## config.mk

```make
export PLATFORM = sky130hd
export DESIGN_NAME = ldr_jtag_ram_loader
export DESIGN_NICKNAME = d
export VERILOG_FILES = /design/src/rtl/ldr_pkg.sv /design/src/rtl/ldr_deser.sv /design/src/rtl/ldr_seq.sv /design/src/rtl/ldr_wr_pipe.sv /design/src/rtl/ldr_jtag_ram_loader.sv
export SDC_FILE = /design/constraint.sdc
export NUM_CORES = 1
export LEC_CHECK = 0
export BUFFER_PORTS_ARGS = -buffer_cell sky130_fd_sc_hd__buf_2
export CAP_MARGIN = 20
export CORE_MARGIN = 2
export CORE_UTILIZATION = 48
export DETAILED_ROUTE_END_ITERATION = 10
export PLACE_DENSITY_LB_ADDON = 0.05
export SKIP_CTS_REPAIR_TIMING = 1
export SYNTH_ARGS = -nofsm -noshare
export SYNTH_HDL_FRONTEND = slang
export SYNTH_SLANG_ARGS = --single-unit
```

## constraint.sdc

```tcl
create_clock -name dr_clk -period 1.6 [get_ports dr_clk]
set_clock_uncertainty 0.1 [all_clocks]
set_input_delay 0.16 -clock dr_clk [delete_from_list [all_inputs] [get_ports dr_clk]]
set_output_delay 0.16 -clock dr_clk [all_outputs]
set_load 0.005 [all_outputs]
```

## src/rtl/ldr_pkg.sv

```systemverilog
package ldr_pkg;

    localparam logic [7:0] LDR_OPC_DATA_DEF = 8'h24;
    localparam logic [7:0] LDR_OPC_ADDR_DEF = 8'h25;

    // Decoded per-cycle actions derived from TAP strobes and opcode
    typedef struct packed {
        logic data_shift;
        logic data_clear;
        logic data_commit;
        logic addr_shift;
        logic addr_clear;
        logic addr_load;
    } ldr_ctl_t;

    function automatic ldr_ctl_t ldr_decode(
        input logic [7:0] ir,
        input logic [7:0] opc_data,
        input logic [7:0] opc_addr,
        input logic       cap,
        input logic       sh,
        input logic       upd
    );
        ldr_ctl_t c;
        logic     is_d;
        logic     is_a;
        is_d          = (ir == opc_data);
        is_a          = (ir == opc_addr);
        c.data_shift  = is_d & sh;
        c.data_clear  = is_d & cap;
        c.data_commit = is_d & upd;
        c.addr_shift  = is_a & sh;
        c.addr_clear  = is_a & cap;
        c.addr_load   = is_a & upd;
        return c;
    endfunction

endpackage

```

## src/rtl/ldr_deser.sv

```systemverilog
module ldr_deser #(
    parameter int W = 8
) (
    input  logic         clk,
    input  logic         rst_n,
    input  logic         shift_en,
    input  logic         clear,
    input  logic         bit_in,
    output logic [W-1:0] word
);

    always_ff @(posedge clk) begin
        if (!rst_n || clear) begin
            word <= '0;
        end else if (shift_en) begin
            word <= (word << 1) | W'(bit_in);
        end
    end

endmodule

```

## src/rtl/ldr_seq.sv

```systemverilog
module ldr_seq #(
    parameter int ADDR_W   = 4,
    parameter int NUM_RAMS = 3
) (
    input  logic                clk,
    input  logic                rst_n,
    input  logic                commit,
    input  logic                load,
    input  logic [ADDR_W-1:0]   load_val,
    output logic [ADDR_W-1:0]   addr,
    output logic [NUM_RAMS-1:0] sel
);

    localparam logic [ADDR_W-1:0]   ADDR_LAST = '1;
    localparam logic [NUM_RAMS-1:0] SEL_FIRST = NUM_RAMS'(1);

    logic [NUM_RAMS-1:0] sel_next;

    generate
        if (NUM_RAMS == 1) begin : g_single
            assign sel_next = sel;
        end else begin : g_ring
            assign sel_next = {sel[NUM_RAMS-2:0], sel[NUM_RAMS-1]};
        end
    endgenerate

    always_ff @(posedge clk) begin
        if (!rst_n) begin
            addr <= '0;
            sel  <= SEL_FIRST;
        end else if (commit) begin
            addr <= addr + 1'b1;
            if (addr == ADDR_LAST) begin
                sel <= sel_next;
            end
        end else if (load) begin
            addr <= load_val;
        end
    end

endmodule

```

## src/rtl/ldr_wr_pipe.sv

```systemverilog
module ldr_wr_pipe #(
    parameter int DATA_W   = 8,
    parameter int ADDR_W   = 4,
    parameter int NUM_RAMS = 3
) (
    input  logic                clk,
    input  logic                rst_n,
    input  logic                commit,
    input  logic [DATA_W-1:0]   word_in,
    input  logic [ADDR_W-1:0]   addr_in,
    input  logic [NUM_RAMS-1:0] sel_in,
    output logic [DATA_W-1:0]   wdata,
    output logic [ADDR_W-1:0]   waddr,
    output logic [NUM_RAMS-1:0] we
);

    always_ff @(posedge clk) begin
        if (!rst_n) begin
            wdata <= '0;
            waddr <= '0;
            we    <= '0;
        end else begin
            we <= commit ? sel_in : '0;
            if (commit) begin
                wdata <= word_in;
                waddr <= addr_in;
            end
        end
    end

endmodule

```

## src/rtl/ldr_jtag_ram_loader.sv

```systemverilog
module ldr_jtag_ram_loader
    import ldr_pkg::*;
#(
    parameter int         DATA_W   = 8,
    parameter int         ADDR_W   = 4,
    parameter int         NUM_RAMS = 3,
    parameter logic [7:0] OPC_DATA = LDR_OPC_DATA_DEF,
    parameter logic [7:0] OPC_ADDR = LDR_OPC_ADDR_DEF
) (
    input  logic                dr_clk,
    input  logic                rst_n,
    input  logic                dr_capture,
    input  logic                dr_shift,
    input  logic                dr_update,
    input  logic                ser_in,
    input  logic [7:0]          ir_code,
    output logic [DATA_W-1:0]   ram_wdata,
    output logic [ADDR_W-1:0]   ram_waddr,
    output logic                ram_wclk,
    output logic [NUM_RAMS-1:0] ram_we
);

    ldr_ctl_t            ctl;
    logic [DATA_W-1:0]   data_word;
    logic [ADDR_W-1:0]   addr_word;
    logic [ADDR_W-1:0]   addr_cur;
    logic [NUM_RAMS-1:0] sel_cur;

    assign ctl      = ldr_decode(ir_code, OPC_DATA, OPC_ADDR,
                                 dr_capture, dr_shift, dr_update);
    assign ram_wclk = dr_clk;

    ldr_deser #(.W(DATA_W)) data_sr_i (
        .clk      (dr_clk),
        .rst_n    (rst_n),
        .shift_en (ctl.data_shift),
        .clear    (ctl.data_clear | ctl.data_commit),
        .bit_in   (ser_in),
        .word     (data_word)
    );

    ldr_deser #(.W(ADDR_W)) addr_sr_i (
        .clk      (dr_clk),
        .rst_n    (rst_n),
        .shift_en (ctl.addr_shift),
        .clear    (ctl.addr_clear),
        .bit_in   (ser_in),
        .word     (addr_word)
    );

    ldr_seq #(.ADDR_W(ADDR_W), .NUM_RAMS(NUM_RAMS)) seq_i (
        .clk      (dr_clk),
        .rst_n    (rst_n),
        .commit   (ctl.data_commit),
        .load     (ctl.addr_load),
        .load_val (addr_word),
        .addr     (addr_cur),
        .sel      (sel_cur)
    );

    ldr_wr_pipe #(.DATA_W(DATA_W), .ADDR_W(ADDR_W), .NUM_RAMS(NUM_RAMS)) pipe_i (
        .clk     (dr_clk),
        .rst_n   (rst_n),
        .commit  (ctl.data_commit),
        .word_in (data_word),
        .addr_in (addr_cur),
        .sel_in  (sel_cur),
        .wdata   (ram_wdata),
        .waddr   (ram_waddr),
        .we      (ram_we)
    );

endmodule

```

==> key figures <==
Power
  • Sw frac: approximately a fifth
  • Flop pwr share: 49.6%
  • Logic pwr share: approximately 5.3%
  • Total Power: 0.00170 W
  • Clock Power Share: 45.1%
  • Pwr Density: 947 nW/um2
  • Int Pwr: ~0.0013 W
  • Peak VDD IR: around 0.58 mV
  • NetSw: 0.000357 W
  • P_leak: 0.805 nW

CTS
  • Worst-path clk slew: 0.10 ns
  • CTS tree: done
  • Skew-Pair Late Insertion Delay: 0.43 ns

Timing
  • Total negative setup slack: 0 ns
  • Least-Margin Pin Slew: about 0.64 ns
  • Slew margin rel.: 57.0%
  • Final min period: 1.47 ns
  • Slew Viols, Final: 0
  • Hold slack: roughly 0.054 ns
  • Final Setup Violations: 0
  • Final-report hold violation count: 0
  • Fmax: 682 MHz
  • Final worst path period share: around nine tenths
  • RSZ-0062 raised after global routing: false

Synthesis
  • Adder-cell share of the synthesized area: 0.867%
  • Area fraction in compound gates after synthesis: 11.4%
  • Top-area cell type share of the netlist area: 47.2%
  • Area contributors post-synth: dfxtp_1 (47%), mux2i_1 (11%), nand2_1 (8.8%)
  • Post-synth top cells: dfxtp_1 (34), nand2_1 (34), mux2i_1 (16)
  • Main synth FF type: dfxtp_1
  • Post-Synth Simple-Gate Area: 26.0%
  • Mapped Area: 1440 um2
  • Mux cell area share after synthesis: between 10% and 20%
  • Synth unique cells: 35
  • Synth area leader: dfxtp_1
  • Syn Nets: 162
  • Largest family of logic cells by synthesized area: simple AND/OR/NAND/NOR gates
  • Number of synthesized register bits: 34
  • Post-synth ARST share: 0%
  • Warnings from Yosys: 0
  • Post-synth EDFFs: 0
  • Mean post-synth cell area: 9.81 um2
  • Register area share after synthesis: 47.2%
  • Xor and xnor area share after synthesis: 0%
  • Cells after Synth: 147

Setup path
  • Top cell family by delay on the critical path: flip-flops
  • Internal reg-to-reg setup slack: between 0.1 and 0.15 ns
  • R2R cell count: 4
  • Critical path data arrival time: 1.74 ns
  • Req. time, crit path: 1.87 ns
  • Peak fanout along the critical path: 6
  • Startpoint types: flop
  • R2r endpoint: seq_i.sel[1]
  • Critical Path Max Stage Delay: approximately 0.45 ns
  • Worst path depth: 4
  • Crit path capture type: flop
  • Worst setup path class: flop to flop
  • FF-to-FF Start: seq_i.addr[0]
  • WP buf/inv: 0
  • CP max stage cell: dfxtp_1
  • Critical path, cell by cell: ha_1, nand4_1, nor3_4, mux2i_1

Floorplanning
  • Core box area: 2810 um2
  • Die Ht: 58.8 um
  • Initial Util: 51.4%
  • Row cnt: 19
  • Die width: 58.8 um
  • # IOs: 30
  • Die Area: 3460 um2

GRT
  • Antenna violations before repair: 0
  • Largest net degree at the start of global routing: 26
  • GRT Overall Usage: 21.0%
  • GRT Residual Overflow: 0
  • Vias in the first global route: 1232
  • First-pass GRT wire length: slightly above 5 mm

Min path
  • End of the worst hold path: seq_i.addr[0]
  • Class of the worst hold path: primary input to flop
  • Worst Hold Path Cells: 4
  • Worst Hold Launch: ir_code[6]

Placed design
  • Routability cong.: 0.810
  • I/O Buffers: 29
  • Placed Cells incl. Taps: about 210
  • DP Wirelength: 2.26 mm

Finish
  • Share of cells above drive strength 1: 30.6%
  • Final #Nets: 208
  • Inserted Diodes: 0
  • Non-Filler Instances: approximately 220
  • Post-layout util: 64.2%
  • Layout area overhead: 24.8%

Route
  • Post-route DRC: 1
  • Via count: 1278
  • Final ANT Viol Nets: 0
  • Initial DRC Count: 50
  • 1st-pass router iterations: 7
  • Vias per std cell: 5.71
  • Avg WL per Cell: 13.7 um
  • Total wire length: 3.07 mm

Run
  • Max-cap violations: 0

Status
  • Failing checks: DRC
  • Status: complete, but fails checks
[routing by layer]
metal  routed length, um  part of all wire (%)  global-route usage [%]  up-vias
met5                   0                     0                       0        -
li1                    -                     -                       -      626
met3                 144                   4.7                    7.47       14
met2                1410                    46                    31.4       42
met4                 135                   4.4                    19.2        0
met1                1380                    45                    23.1      596
[power by group through the flow]
stage               registers [W]  clock network [W]   logic, W
floorplan                0.000865          0.0000405  0.0000411
global placement         0.000865          0.0000271  0.0000861
detailed placement       0.000865          0.0000271  0.0000879
CTS                      0.000846           0.000787  0.0000884
global route             0.000846           0.000837  0.0000995
finish                   0.000846           0.000768  0.0000907
[worst min-delay path, delay by kind of cell]
family / cells / cell delay, ns
buffers and inverters: 1 / 0.09
and+or+nand+nor: 2 / 0.23
AOI/OAI and AO/OA: 1 / 0.07
[layout by cell type (no fill, tap or decap)]
| cell | n |
|---|---|
| nand2_1 | 34 |
| dfxtp_1 | 34 |
| buf_2 | 29 |
| mux2i_1 | 16 |
| buf_4 | 14 |
| a22o_1 | 8 |
| clkbuf_4 | 8 |
| o22ai_1 | 4 |
| and3_1 | 4 |
| o21ai_0 | 3 |
| or3_1 | 3 |
| a31oi_1 | 3 |
| nor2_1 | 3 |
| nor4b_1 | 2 |
| nor3_4 | 2 |
| nand3_1 | 2 |
| nor3_1 | 2 |
| o32ai_1 | 2 |
| a21oi_1 | 2 |
| or4b_4 | 1 |
| nand4bb_1 | 1 |
| or4_1 | 1 |
| inv_1 | 1 |
| or4b_1 | 1 |
| or4bb_1 | 1 |
| or2b_2 | 1 |
| nand3b_1 | 1 |
| or4_4 | 1 |
| nor4_4 | 1 |
| nand4_1 | 1 |
| or2_1 | 1 |
| o31a_1 | 1 |
| nor3b_1 | 1 |
| ha_1 | 1 |
| clkbuf_8 | 1 |
| bufinv_16 | 1 |
| dlygate4sd3_1 | 1 |
[cell type report]
cell class	instances	area, um2
flip-flops and latches	34	681
inverters	1	3.75
multi-input cells	104	713
repair buffers	43	255
clock inverters	1	30.0
fillers	238	1000
well taps	31	38.8
clock buffers	10	78.8
[state kept, by name, indices dropped and copies added (netlist names)]
register and count:
data_sr_i.word 8, pipe_i.waddr 4, addr_sr_i.word 4, pipe_i.we 3
seq_i.sel 3, seq_i.addr 4, pipe_i.wdata 8
[per-stage QoR]
step	area [um2]	worst slack, ns
5_1_grt	1800	0.0476
6_report	1800	0.133
3_3_place_gp	1690	-0.0923
2_1_floorplan	1440	0.0467
3_5_place_dp	1690	-0.135
4_1_cts	1790	0.169
[how the worst max path moves through the flow]
stage | startpoint | end | slack, ns
6_report | seq_i.addr[0] | seq_i.sel[1] | 0.13
3_3_place_gp | ir_code[3] | addr_sr_i.word[3] | -0.09
2_1_floorplan | ir_code[3] | addr_sr_i.word[3] | 0.05
4_1_cts | seq_i.addr[0] | seq_i.sel[2] | 0.17
3_5_place_dp | ir_code[3] | addr_sr_i.word[3] | -0.14
5_1_grt | seq_i.addr[0] | seq_i.sel[0] | 0.05
[logic make-up after synthesis]
logic type | after synthesis
buf+inv | 9
compound gates | 23
mux | 16
simple gates | 64
flops | 34
fa+ha+maj | 1
No activity file was read; power rests on OpenSTA's default activity.
